`config.mk`:
```
export PLATFORM = sky130hd
export DESIGN_NAME = tick_timer
export DESIGN_NICKNAME = d
export VERILOG_FILES = /design/src/rtl/tick_pkg.sv /design/src/rtl/tick_regfile.sv /design/src/rtl/tick_prescaler.sv /design/src/rtl/tick_intcnt.sv /design/src/rtl/tick_timer.sv
export SDC_FILE = /design/constraint.sdc
export NUM_CORES = 1
export LEC_CHECK = 0
export BUFFER_PORTS_ARGS = -buffer_cell sky130_fd_sc_hd__buf_2
export CORE_MARGIN = 5
export CORE_UTILIZATION = 54
export CTS_BUF_LIST = sky130_fd_sc_hd__clkbuf_16
export DETAILED_ROUTE_END_ITERATION = 12
export PLACE_DENSITY_LB_ADDON = 0.3
export RECOVER_POWER = 100
export SLEW_MARGIN = 10
export SYNTH_ARGS = -nofsm -noshare
export SYNTH_HDL_FRONTEND = slang
export SYNTH_SLANG_ARGS = --single-unit
```
`constraint.sdc`:
```
create_clock -name clk -period 2.74 [get_ports clk]
set_clock_uncertainty 0.2 [all_clocks]
set_input_delay 0.274 -clock clk [delete_from_list [all_inputs] [get_ports clk]]
set_output_delay 0.274 -clock clk [all_outputs]
set_load 0.02 [all_outputs]
```
`src/rtl/tick_pkg.sv`:
```
package tick_pkg;
  localparam int unsigned ADDR_W = 8;

  localparam logic [ADDR_W-1:0] OFS_DIV  = 8'h00;
  localparam logic [ADDR_W-1:0] OFS_CNT  = 8'h08;
  localparam logic [ADDR_W-1:0] OFS_CTRL = 8'h20;
  localparam logic [ADDR_W-1:0] OFS_STAT = 8'h30;
  localparam logic [ADDR_W-1:0] OFS_EN   = 8'h34;
  localparam logic [ADDR_W-1:0] OFS_ACK  = 8'h40;

  localparam int unsigned ACK_DIV  = 0;
  localparam int unsigned ACK_CNT  = 1;
  localparam int unsigned ACK_CTRL = 3;
  localparam int unsigned ACK_W    = 4;

  typedef struct packed {
    logic auto_rl;  // bit 2
    logic cnt_go;   // bit 1
    logic tick_go;  // bit 0
  } ctrl_t;
endpackage

```
`src/rtl/tick_regfile.sv`:
```
module tick_regfile
  import tick_pkg::*;
#(
  parameter int unsigned BUS_W = 32,
  parameter int unsigned DIV_W = 32,
  parameter int unsigned CNT_W = 31
) (
  input  logic              clk,
  input  logic              rst_n,
  input  logic              we_i,
  input  logic [ADDR_W-1:0] addr_i,
  input  logic [BUS_W-1:0]  wdata_i,
  output logic [BUS_W-1:0]  rdata_o,
  input  logic              set_stat_i,
  output logic [DIV_W-1:0]  div_o,
  output logic [CNT_W-1:0]  cnt_buf_o,
  output ctrl_t             ctrl_o,
  output logic              irq_o
);
  localparam int unsigned CTRL_W = $bits(ctrl_t);

  logic [DIV_W-1:0] div_q, div_d;
  logic [CNT_W-1:0] cbuf_q, cbuf_d;
  ctrl_t            ctrl_q, ctrl_d;
  logic             en_q, en_d;
  logic             stat_q, stat_d;
  logic [ACK_W-1:0] ack_q, ack_d;

  logic wr_div, wr_cnt, wr_ctrl, wr_stat, wr_en, wr_ack;
  assign wr_div  = we_i && (addr_i == OFS_DIV);
  assign wr_cnt  = we_i && (addr_i == OFS_CNT);
  assign wr_ctrl = we_i && (addr_i == OFS_CTRL);
  assign wr_stat = we_i && (addr_i == OFS_STAT);
  assign wr_en   = we_i && (addr_i == OFS_EN);
  assign wr_ack  = we_i && (addr_i == OFS_ACK);

  always_comb begin
    div_d  = div_q;
    cbuf_d = cbuf_q;
    ctrl_d = ctrl_q;
    en_d   = en_q;
    stat_d = stat_q;
    ack_d  = ack_q;
    if (wr_div)  div_d = wdata_i[DIV_W-1:0];
    if (wr_cnt && wdata_i[BUS_W-1]) cbuf_d = wdata_i[CNT_W-1:0];
    if (wr_ctrl) ctrl_d = ctrl_t'(wdata_i[CTRL_W-1:0]);
    if (wr_en)   en_d = wdata_i[0];
    if (wr_stat && wdata_i[0]) stat_d = 1'b0;
    if (set_stat_i) stat_d = 1'b1;
    if (wr_ack)  ack_d = ack_q & ~wdata_i[ACK_W-1:0];
    if (wr_div)  ack_d[ACK_DIV]  = 1'b1;
    if (wr_cnt)  ack_d[ACK_CNT]  = 1'b1;
    if (wr_ctrl) ack_d[ACK_CTRL] = 1'b1;
  end

  always_ff @(posedge clk or negedge rst_n) begin
    if (!rst_n) begin
      div_q  <= '0;
      cbuf_q <= '0;
      ctrl_q <= '0;
      en_q   <= 1'b0;
      stat_q <= 1'b0;
      ack_q  <= '0;
    end else begin
      div_q  <= div_d;
      cbuf_q <= cbuf_d;
      ctrl_q <= ctrl_d;
      en_q   <= en_d;
      stat_q <= stat_d;
      ack_q  <= ack_d;
    end
  end

  always_comb begin
    rdata_o = '0;
    case (addr_i)
      OFS_DIV:  rdata_o[DIV_W-1:0]  = div_q;
      OFS_CNT:  rdata_o[CNT_W-1:0]  = cbuf_q;
      OFS_CTRL: rdata_o[CTRL_W-1:0] = ctrl_q;
      OFS_STAT: rdata_o[0]          = stat_q;
      OFS_EN:   rdata_o[0]          = en_q;
      OFS_ACK:  rdata_o[ACK_W-1:0]  = ack_q;
      default:  rdata_o = '0;
    endcase
  end

  assign div_o     = div_q;
  assign cnt_buf_o = cbuf_q;
  assign ctrl_o    = ctrl_q;
  assign irq_o     = stat_q & en_q;

  assert_ack_div_R6: assert property (@(posedge clk) disable iff (!rst_n)
    wr_div |=> ack_q[ACK_DIV]);
  assert_ack_ctrl_R6: assert property (@(posedge clk) disable iff (!rst_n)
    wr_ctrl |=> ack_q[ACK_CTRL]);
  assert_stat_set_R7: assert property (@(posedge clk) disable iff (!rst_n)
    set_stat_i |=> stat_q);
  assert_noload_R5: assert property (@(posedge clk) disable iff (!rst_n)
    (wr_cnt && !wdata_i[BUS_W-1]) |=> $stable(cbuf_q));
endmodule

```
`src/rtl/tick_prescaler.sv`:
```
module tick_prescaler #(
  parameter int unsigned DIV_W = 32
) (
  input  logic             clk,
  input  logic             rst_n,
  input  logic             run_i,
  input  logic [DIV_W-1:0] div_i,
  output logic             tick_o
);
  logic [DIV_W-1:0] pc_q, pc_d;

  assign tick_o = run_i && (pc_q >= div_i);

  always_comb begin
    if (!run_i || tick_o) pc_d = '0;
    else                  pc_d = pc_q + 1'b1;
  end

  always_ff @(posedge clk or negedge rst_n) begin
    if (!rst_n) pc_q <= '0;
    else        pc_q <= pc_d;
  end

  assert_restart_R8: assert property (@(posedge clk) disable iff (!rst_n)
    !run_i |=> (pc_q == '0));
endmodule

```
`src/rtl/tick_intcnt.sv`:
```
module tick_intcnt #(
  parameter int unsigned CNT_W = 31
) (
  input  logic             clk,
  input  logic             rst_n,
  input  logic             run_i,
  input  logic             auto_i,
  input  logic             tick_i,
  input  logic [CNT_W-1:0] reload_i,
  output logic             expire_o
);
  logic [CNT_W-1:0] ic_q, ic_d;
  logic             done_q, done_d;
  logic             last;

  assign last     = (ic_q <= CNT_W'(1));
  assign expire_o = run_i && tick_i && !done_q && last;

  always_comb begin
    ic_d   = ic_q;
    done_d = done_q;
    if (!run_i) begin
      ic_d   = reload_i;
      done_d = 1'b0;
    end else if (tick_i && !done_q) begin
      if (last) begin
        if (auto_i) ic_d = reload_i;
        else        done_d = 1'b1;
      end else begin
        ic_d = ic_q - 1'b1;
      end
    end
  end

  always_ff @(posedge clk or negedge rst_n) begin
    if (!rst_n) begin
      ic_q   <= '0;
      done_q <= 1'b0;
    end else begin
      ic_q   <= ic_d;
      done_q <= done_d;
    end
  end

  assert_single_shot_R4: assert property (@(posedge clk) disable iff (!rst_n)
    (expire_o && !auto_i) |=> !expire_o);
  assert_reload_R3: assert property (@(posedge clk) disable iff (!rst_n)
    (expire_o && auto_i) |=> (ic_q == $past(reload_i)));
endmodule

```
`src/rtl/tick_timer.sv`:
```
module tick_timer
  import tick_pkg::*;
#(
  parameter int unsigned BUS_W = 32,
  parameter int unsigned DIV_W = 32,
  parameter int unsigned CNT_W = BUS_W - 1
) (
  input  logic              clk,
  input  logic              rst_n,
  input  logic              bus_we,
  input  logic [ADDR_W-1:0] bus_addr,
  input  logic [BUS_W-1:0]  bus_wdata,
  output logic [BUS_W-1:0]  bus_rdata,
  output logic              irq_o
);
  logic [DIV_W-1:0] div_val;
  logic [CNT_W-1:0] cnt_buf;
  ctrl_t            ctrl;
  logic             tick, expire;

  tick_regfile #(.BUS_W(BUS_W), .DIV_W(DIV_W), .CNT_W(CNT_W)) u_regs (
    .clk(clk), .rst_n(rst_n), .we_i(bus_we), .addr_i(bus_addr),
    .wdata_i(bus_wdata), .rdata_o(bus_rdata), .set_stat_i(expire),
    .div_o(div_val), .cnt_buf_o(cnt_buf), .ctrl_o(ctrl), .irq_o(irq_o)
  );

  tick_prescaler #(.DIV_W(DIV_W)) u_pre (
    .clk(clk), .rst_n(rst_n), .run_i(ctrl.tick_go), .div_i(div_val),
    .tick_o(tick)
  );

  tick_intcnt #(.CNT_W(CNT_W)) u_cnt (
    .clk(clk), .rst_n(rst_n), .run_i(ctrl.tick_go && ctrl.cnt_go),
    .auto_i(ctrl.auto_rl), .tick_i(tick), .reload_i(cnt_buf),
    .expire_o(expire)
  );

  assert_halt_R8: assert property (@(posedge clk) disable iff (!rst_n)
    !ctrl.cnt_go |-> !expire);
endmodule

```
==> impl_metrics.tcl, run 1 <==
set metrics [dict create \
    die-area_um2 16800 \
    wirelength_um 22600 \
    synthDistinctLibCells 59 \
    coreArea_um2 13900 \
    fin_tns_setup_ns -0.333 \
    crit_slowest_cell "or3_1" \
    hold_class "in -> reg" \
    yosysTopAreaCell "dfrtp_1" \
    clockBufferDepth 2 \
    clockRootBuffer "clkbuf_16" \
    synth_area_leaders "dfrtp_1 44%, mux2_2 9.8%, ha_1 5.7%" \
    clk_latency_ns 0.42 \
    drc 0 \
    drtAntennaViolNets 0 \
    syn-mean-instance-area_um2 9.74 \
    slew_viol_final 0 \
    worst_pin_slew_ns 1.38 \
    syn-cell-area_um2 7730 \
    io_buffer_count 75 \
    syn-instance-count 794 \
    yosysSeqAreaShare_pct 44.0 \
    stdcell_count 1177 \
    leakagePower_nw 4.69 \
    rows 43 \
    die_h_um 130 \
    grt_max_degree 55 \
    grt_overflow 0 \
    syn_nets 872 \
    fin_ws_ns -0.0570 \
    fmax_mhz 358 \
    fin_crit_sh_pct 102 \
    final_hold_viol_count 0 \
    grt.total_usage_pct 26.6 \
    crit_path_cell_trace "inv_1 > ha_1 > nand4_1 > or3_1 > a221o_1 > a31oi_4 > buf_6 > o21ai_4 > buf_12 > o21ai_1 > o221ai_1" \
    critPathRequiredTime_ns 2.81 \
    clock_sinks 136 \
    start_kind "register" \
    worstPathArrival_ns 2.86 \
    drtIter0Drc 698 \
    rsz0062_at_grt "true" \
    dpl.cell_count 1095 \
    slowest_delay_ns 0.37 \
    crit_type "reg -> reg" \
    synth_top_cell_area_share_pct 44.0 \
    grt_pass1_wl_um 34700 \
    end_kind "register" \
    setup_violations 14 \
    num_vias 7007 \
    synth_seq_cells 136 \
    power_density_nw_per_um2 504 \
    cap_violations 0 \
    yosysWarnings 0 \
    via_per_inst 5.95 \
    synthFlopType "dfrtp_1" \
    worst-path-buf-inv 3 \
    hpwlAfterDp_um 14100 \
    drt_pass1_iterations 5 \
    area_delta_synth_final_pct 32.3 \
    die-width_um 130 \
    nets 1062 \
    crit_family "compound AO/OA/AOI/OAI gates" \
    crit_fanout 10 \
    gp_congestion 0.910 \
    io_pins 76 \
    clk_pin_slew_ns 0.06 \
    violations "negative setup slack" \
    layout_min_cycle_time_ns 2.80 \
    grt_pass1_vias 6820 \
    synthArstFlopShare_pct 100 \
    avgRoutedWirePerCell_um 19.2 \
    irDropWorstVdd_mv 0.432 \
    synth_enable_flop_cells 0 \
    cts-buffers-inserted 17 \
    power.total_mw 5.15 \
    slew_headroom_pct 7.69 \
    antenna_cells 0 \
    antenna_found_initial 0 \
    start_util_pct 55.5 \
    fillCellCount 937 \
    cts_tree "yes" \
    status "finished, violations left" \
    drive_gt1_share_pct 30.5 \
    htreeDepth 4 \
]
final timing paths:
check	from	endpoint	depth (start not counted)	slack [ns]
setup / recovery	u_regs.div_o[11]	u_cnt.ic_q[3]	11	-0.06
hold / removal	bus_we	u_regs.ack_q[0]	3	0.02
setup reg to reg	u_regs.div_o[11]	u_cnt.ic_q[3]	11	-0.06
hold reg to reg	u_regs.ack_q[3]	u_regs.ack_q[3]	2	0.28
max in group asynchronous	rst_n	u_regs.cnt_buf_o[17]	3	0.37
min in group asynchronous	rst_n	u_regs.ack_q[0]	2	0.52
cells in the mapped netlist, types with 4 or more instances:
cell / number
o32a_1: 4
and3_1: 6
dfrtp_1: 136
or3_1: 8
o221a_2: 5
o22ai_1: 4
ha_1: 35
xnor2_1: 7
a21oi_1: 34
nand2_1: 41
a22oi_1: 6
xor2_1: 23
nand4_1: 18
nor3_1: 28
mux2i_1: 31
nand3_1: 34
clkbuf_1: 25
a211oi_1: 9
and4_1: 4
mux2_2: 67
o21ai_0: 38
nor2_1: 111
inv_1: 49
a31oi_1: 9
o31ai_1: 4
nor4_1: 7
sequential cells by signal, indices dropped and copies added, names as in the netlist:
name              flops
u_regs.stat_q         1
u_regs.cnt_buf_o     31
u_regs.ack_q          4
u_pre.pc_q           32
u_cnt.ic_q           31
u_regs.div_o         32
u_regs.ctrl_o         3
u_regs.en_q           1
u_cnt.done_q          1
tightest hold or removal path, delay by kind of cell:
kind,cells,cell delay [ns]
and+or+nand+nor,2,0.18
buffers and inverters,1,0.16
final cells by class:
type | instances | area [um2] | share of cell area [%]
Timing Repair Buffer | 206 | 1540 | 15.1
Clock inverter | 15 | 121 | 1.19
Tap cell | 180 | 225 | 2.20
Multi-Input combinational cell | 574 | 4330 | 42.3
Inverter | 49 | 184 | 1.80
Clock buffer | 17 | 425 | 4.16
Sequential cell | 136 | 3400 | 33.3
cell usage in the layout (no fill, tap or decap), drive strengths merged, types with 5 or more instances in the layout:
master	instances
mux2	67
nor2	112
dlygate4sd3	34
a22oi	6
nand4	18
xor2	23
a211oi	9
o21ai	39
clkinv	8
nand3	34
ha	35
inv	53
xnor2	7
nor4	7
a21oi	36
or3	8
clkbuf	52
dfrtp	136
a2bb2oi	5
buf	137
mux2i	31
o221a	5
nand2	42
and3	6
nor3	29
a31oi	9
through the flow:
step	util (%)	cell area [um2]	setup WS, ns	hold slack, ns
global route	73.4	10200	-0.170	0.0464
detailed placement	63.7	8880	-0.121	0.0691
CTS	71.1	9900	-0.0440	0.00301
finish	73.4	10200	-0.0570	0.0218
floorplan	-	7730	0.00100	-0.222
global placement	63.7	8880	-0.0340	0.0690
timing repair:
item | in CTS | in global routing
setup buffers | 5 | 8
cloned | 2 | 2
gates resized for setup | 18 | 72
endpoints found under the setup margin | 54 | 64
endpoints found under the hold margin | 120 | 0
pin swaps | 7 | 22
hold buffers | 34 | 0
kinds of logic after synthesis:
| group | synth area share, % |
|---|---|
| compound gates | 11.7 |
| xor+xnor | 3.40 |
| fa+ha+maj | 5.67 |
| buf+inv | 4.47 |
| flops | 44.0 |
| mux | 13.8 |
| simple gates | 16.9 |
report_power, final:
group | switching (mW) | internal [mW] | total (mW)
registers | 0.0558 | 2.07 | 2.12
clock network | 0.846 | 1.31 | 2.15
logic | 0.452 | 0.423 | 0.875
total | 1.35 | 3.80 | 5.15
per-layer routing:
| layer | up-vias | wire (um) | global-route usage (%) |
|---|---|---|---|
| li1 | 3231 | - | - |
| met1 | 3442 | 9240 | 36.0 |
| met2 | 284 | 11400 | 43.4 |
| met3 | 50 | 1300 | 5.52 |
| met4 | 0 | 573 | 7.89 |
| met5 | - | 0 | 0 |
(Power assumes the default switching activity.)
==> run 2, diff against run 1 <==
Settings changed: CELL_PAD_IN_SITES_DETAIL_PLACEMENT set to 1, CELL_PAD_IN_SITES_GLOBAL_PLACEMENT set to 2, CORE_UTILIZATION 54 to 34, PLACE_DENSITY_LB_ADDON 0.3 to 0.15.
==> impl_metrics.tcl, run 2 (synthesis gave the netlist of run 1 again) <==
set metrics [dict create \
    status "finished, violations left" \
    violations "max-capacitance violations, max-slew violations, negative setup slack" \
    clockRootBuffer "clkbuf_16" \
    cts-buffers-inserted 17 \
    comb_power_share_pct 17.0 \
    area_delta_synth_final_pct 36.5 \
    reg2reg_to "u_cnt.ic_q[27]" \
    grt_max_degree 67 \
    crit_fanout 8 \
    crit_family "compound AO/OA/AOI/OAI gates" \
    avgRoutedWirePerCell_um 20.7 \
    hold_class "in -> reg" \
    final_cell_mix "136 x dfrtp_1, 109 x nor2_1, 102 x buf_4, 66 x mux2_2, 46 x inv_1" \
    drtIter0Drc 287 \
    drc 0 \
    endpoint "u_cnt.ic_q[27]" \
    register_area_um2 3400 \
    crit_slowest_cell "or3_4" \
    layout_commonest_cell "dfrtp_1" \
    clock_sinks 136 \
    fillCellCount 2553 \
    antenna_found_initial 0 \
    fin_ws_ns -0.176 \
    crit_path_cell_trace "inv_2 > ha_4 > nand4_1 > or3_4 > a221o_1 > a31oi_1 > buf_4 > o21a_4 > buf_12 > buf_12 > nand2_2 > o221a_2" \
    grt.total_usage_pct 20.7 \
    clk_latency_ns 0.43 \
    io_pins 76 \
    layout_min_cycle_time_ns 2.92 \
    nets 1088 \
    cts_tree "yes" \
    grt_pass1_vias 7592 \
    critPathRequiredTime_ns 2.85 \
    slew_headroom_pct -20.4 \
    grt_overflow 0 \
    clk_pin_slew_ns 0.06 \
    pwr-share-seq_pct 39.8 \
    die_h_um 161 \
    min_from "bus_addr[2]" \
    antenna_cells 0 \
    io_buffer_count 75 \
    via_per_inst 5.34 \
    start_util_pct 34.4 \
    gp_congestion 0.819 \
    leakagePower_nw 4.82 \
    hpwlAfterDp_um 19000 \
    power_frac_clock_pct 43.2 \
    switching_share_pct 28.1 \
    switchingPower_mw 1.50 \
    fin_crit_sh_pct 106 \
    die-width_um 161 \
    slew_viol_final 67 \
    power.internal_mw 3.84 \
    crit_cells 12 \
    die-area_um2 25900 \
    r2r-start "u_regs.div_o[11]" \
    worstPathArrival_ns 3.03 \
    setup_violations 48 \
    clockBufferDepth 2 \
    rsz0062_at_grt "true" \
    end_kind "register" \
    rows 55 \
    grt_pass1_wl_um 42300 \
    reg2reg_slack_ns -0.18 \
    multi_input_area_um2 4300 \
    crit_top_cell "buf_12" \
    num_vias 6982 \
    coreArea_um2 22500 \
    startpoint "u_regs.div_o[11]" \
    worst_pin_slew_ns 1.81 \
    slowest_delay_ns 0.40 \
    fmax_mhz 343 \
    final_hold_viol_count 0 \
    wirelength_um 27100 \
    htreeDepth 4 \
    post-route-util_pct 46.9 \
    drive_gt1_share_pct 32.1 \
    crit_type "reg -> reg" \
    worst-path-buf-inv 4 \
    irDropWorstVdd_mv 0.303 \
    drt_pass1_iterations 4 \
    ff2ff_path_depth 12 \
    fin_tns_setup_ns -3.17 \
    cap_violations 1 \
    power_density_nw_per_um2 506 \
    drtAntennaViolNets 0 \
    start_kind "register" \
]
## run 2: routing by layer
layer	vias up	wire, um	GRT usage [%]
li1	3283	-	-
met1	3608	12300	27.5
met2	72	14000	35.3
met3	19	585	3.87
met4	0	256	4.54
met5	-	0	0
## run 2: worst min path at each step
stage	slack (ns)	depth (start not counted)	to
2_1_floorplan	-0.22	0	u_cnt.done_q
3_3_place_gp	0.12	1	u_regs.en_q
3_5_place_dp	0.13	1	u_regs.en_q
4_1_cts	0.02	3	u_regs.en_q
5_1_grt	0.03	4	u_regs.ack_q[0]
6_report	0.03	3	u_regs.en_q
## run 2: final cells by class
cell class | count | share of cell area [%]
clock buffers | 17 | 4.03
well taps | 285 | 3.38
inverters | 49 | 1.74
repair buffers | 232 | 16.5
multi-input cells | 574 | 40.7
flip-flops and latches | 136 | 32.3
clock inverters | 14 | 1.41
## run 2: stage by stage
step | instance area [um2] | std cells | setup WS [ns] | hold slack (ns) | total power [mW]
2_1_floorplan | 7730 | 794 | 0.00100 | -0.222 | 2.49
3_3_place_gp | 9240 | 1225 | -0.293 | 0.121 | 2.84
3_5_place_dp | 9240 | 1225 | -0.276 | 0.127 | 2.86
6_report | 10600 | 1307 | -0.176 | 0.0339 | 5.34
4_1_cts | 10200 | 1292 | -0.166 | 0.0165 | 5.24
5_1_grt | 10600 | 1307 | -0.255 | 0.0341 | 5.56
## run 2: power by group through the flow
stage	Sequential [mW]	Combinational (mW)	Clock [mW]
after floorplan	2.14	0.349	0
final	2.12	0.908	2.31
after CTS	2.12	0.762	2.35
after global routing	2.13	0.972	2.46
after detailed placement	2.16	0.706	0
after global placement	2.16	0.685	0
## run 2: timing repair
action / 4_1_cts / 5_1_grt
endpoints found under the setup margin: 64 / 65
gates resized for setup: 15 / 52
gates cloned: 0 / 3
endpoints found under the hold margin: 130 / 0
hold buffers: 34 / 0
setup buffers: 2 / 14
pin swaps: 12 / 18
## run 2: worst reg2reg max path, stage by stage (launching register included)
cell and delay [ns]:
dfrtp_1 0.38, inv_2 0.07, ha_4 0.28, nand4_1 0.14, or3_4 0.40, a221o_1 0.29, a31oi_1 0.20, buf_4 0.17
o21a_4 0.15, buf_12 0.12, buf_12 0.13, nand2_2 0.05, o221a_2 0.23
==> run 3, diff against run 2 <==
Settings changed: CORE_UTILIZATION 34 to 35, GPL_ROUTABILITY_DRIVEN set to 1, SYNTH_HIERARCHICAL set to 1.
==> impl_metrics.tcl, run 3 <==
set metrics [dict create \
    status "finished, violations left" \
    violations "max-capacitance violations, max-slew violations, negative setup slack" \
    crit_type "reg -> reg" \
    slowest_delay_ns 0.50 \
    die-area_um2 26100 \
    die_h_um 162 \
    clk_latency_ns 0.43 \
    power.total_mw 5.51 \
    stdcell_area_um2 10700 \
    cap_violations 1 \
    layout_commonest_cell "dfrtp_1" \
    syn-instance-count 785 \
    clockBufferDepth 2 \
    grt_pass1_vias 7991 \
    syn-cell-area_um2 8040 \
    yosysTopAreaCell "dfrtp_1" \
    io_pins 76 \
    start_kind "register" \
    crit_fanout 3 \
    synth_area_leaders "dfrtp_1 42%, mux2_4 5.6%, ha_1 5.5%" \
    drc 0 \
    antenna_cells 0 \
    clock_sinks 136 \
    fmax_mhz 315 \
    nets 1086 \
    slew_viol_final 56 \
    leakagePower_nw 4.99 \
    rows 55 \
    syn_nets 863 \
    end_kind "register" \
    htreeDepth 4 \
    yosysSeqAreaShare_pct 42.4 \
    slew_headroom_pct -4.74 \
    yosysWarnings 6 \
    yosys-top-cells-count "136 x dfrtp_1, 57 x nor3_1, 48 x nand2_1, 46 x inv_1, 45 x a21oi_1" \
    setup_violations 32 \
    fillCellCount 2551 \
    gp_congestion 0.837 \
    power_density_nw_per_um2 516 \
    crit_top_cell "nand4_1" \
    drtIter0Drc 319 \
    synth_enable_flop_cells 0 \
    area_delta_synth_final_pct 32.9 \
    final_hold_viol_count 0 \
    grt_overflow 0 \
    final_cell_mix "136 x dfrtp_1, 116 x buf_4, 54 x buf_2, 54 x nor3_1, 47 x nand2_1" \
    synthDistinctLibCells 78 \
    grt.total_usage_pct 21.9 \
    die-width_um 162 \
    num_vias 7184 \
    cts-buffers-inserted 17 \
    dp_slack_ns -0.577 \
    crit_path_cell_trace "ha_4 > nand4_1 > nor3_2 > or4b_4 > a31oi_4 > o21a_1 > nor2b_4 > nand2_2 > a41oi_4 > buf_6 > nand4_1 > o21ai_1 > o21ba_2" \
    synthFlopType "dfrtp_1" \
    cts_tree "yes" \
    io_buffer_count 75 \
    clockRootBuffer "clkbuf_16" \
    via_per_inst 5.50 \
    hold_slack_ns 0.0671 \
    drive_gt1_share_pct 31.0 \
    worst_pin_slew_ns 1.57 \
    clk_pin_slew_ns 0.06 \
    fin_crit_sh_pct 116 \
    rsz0062_at_grt "true" \
    synth_top_cell_area_share_pct 42.4 \
    irDropWorstVdd_mv 0.391 \
    drt_pass1_iterations 4 \
    synthArstFlopShare_pct 100 \
    coreArea_um2 22600 \
    hold_class "in -> reg" \
    fin_ws_ns -0.432 \
    syn-mean-instance-area_um2 10.2 \
    crit_slowest_cell "or4b_4" \
    drtAntennaViolNets 0 \
    grt_max_degree 56 \
    synth_seq_cells 136 \
    grt_pass1_wl_um 44900 \
    antenna_found_initial 0 \
    hpwlAfterDp_um 20600 \
    wirelength_um 28400 \
    start_util_pct 35.5 \
    yosysMostFrequentCell "dfrtp_1" \
    avgRoutedWirePerCell_um 21.8 \
    critPathRequiredTime_ns 2.85 \
    worstPathArrival_ns 3.29 \
    placed_area_um2 9600 \
    layout_min_cycle_time_ns 3.17 \
]
## run 3: cell type report
class | count | area [um2] | area share, %
multi-input cells | 565 | 4350 | 40.7
clock buffers | 17 | 425 | 3.98
well taps | 285 | 357 | 3.34
flip-flops and latches | 136 | 3400 | 31.9
repair buffers | 242 | 1790 | 16.7
clock inverters | 15 | 186 | 1.75
inverters | 46 | 173 | 1.62
## run 3: where the power goes
group          internal [mW]  total, mW  leakage (nW)  switching, mW
clock network           1.51       2.43         0.290          0.923
registers               2.07       2.12          1.89         0.0582
logic                  0.395      0.955          2.82          0.560
## run 3: timing repair
action,CTS,global route
resized for setup,20,19
hold buffers,33,0
pin swaps,5,5
gates cloned,1,1
setup endpoints to repair,32,32
endpoints found under the hold margin,120,0
setup buffers,7,5
## run 3: cells by family after synthesis
family | share of synthesized area [%]
DFF | 42.4
xor gates and xnor gates | 3.05
buffers and inverters | 5.34
adders and majority gates | 5.45
muxes | 11.6
and+or+nand+nor | 18.5
AOI/OAI and AO/OA | 13.7
## run 3: final timing paths
| kind | startpoint | to | slack (ns) | cells past startpoint |
|---|---|---|---|---|
| worst max-delay path | u_pre/pc_q[15] | u_cnt/ic_q[20] | -0.43 | 13 |
| worst min-delay path | bus_we | u_regs/ack_q[2] | 0.07 | 3 |
| worst max register to register | u_pre/pc_q[15] | u_cnt/ic_q[20] | -0.43 | 13 |
| worst min register to register | u_cnt/ic_q[15] | u_cnt/ic_q[15] | 0.29 | 2 |
| max in group asynchronous | rst_n | u_regs/cnt_buf_o[20] | 0.22 | 3 |
| min in group asynchronous | rst_n | u_regs/cnt_buf_o[0] | 0.58 | 2 |
## run 3: critical path, delay by kind of cell, from the launching register on
kind | cells | cell delay [ns]
and+or+nand+nor | 6 | 1.19
AOI/OAI and AO/OA | 5 | 0.83
DFF | 1 | 0.41
adders and majority gates | 1 | 0.29
buffers and inverters | 1 | 0.14
## run 3: through the flow
step	TNS, ns	utilization [%]	instances
2_1_floorplan	-6.27	-	785
5_1_grt	-26.24	47.2	1306
3_3_place_gp	-13.69	42.4	1227
3_5_place_dp	-14.73	42.4	1227
6_report	-10.95	47.2	1306
4_1_cts	-10.64	47.4	1300
## run 3: routing by layer
layer / part of all wire (%) / track usage, % / wire [um]
met1: 44 / 28.2 / 12700
met2: 50 / 37.1 / 14200
met3: 3.4 / 3.37 / 976
met4: 2.3 / 8.18 / 643
met5: 0 / 0 / 0
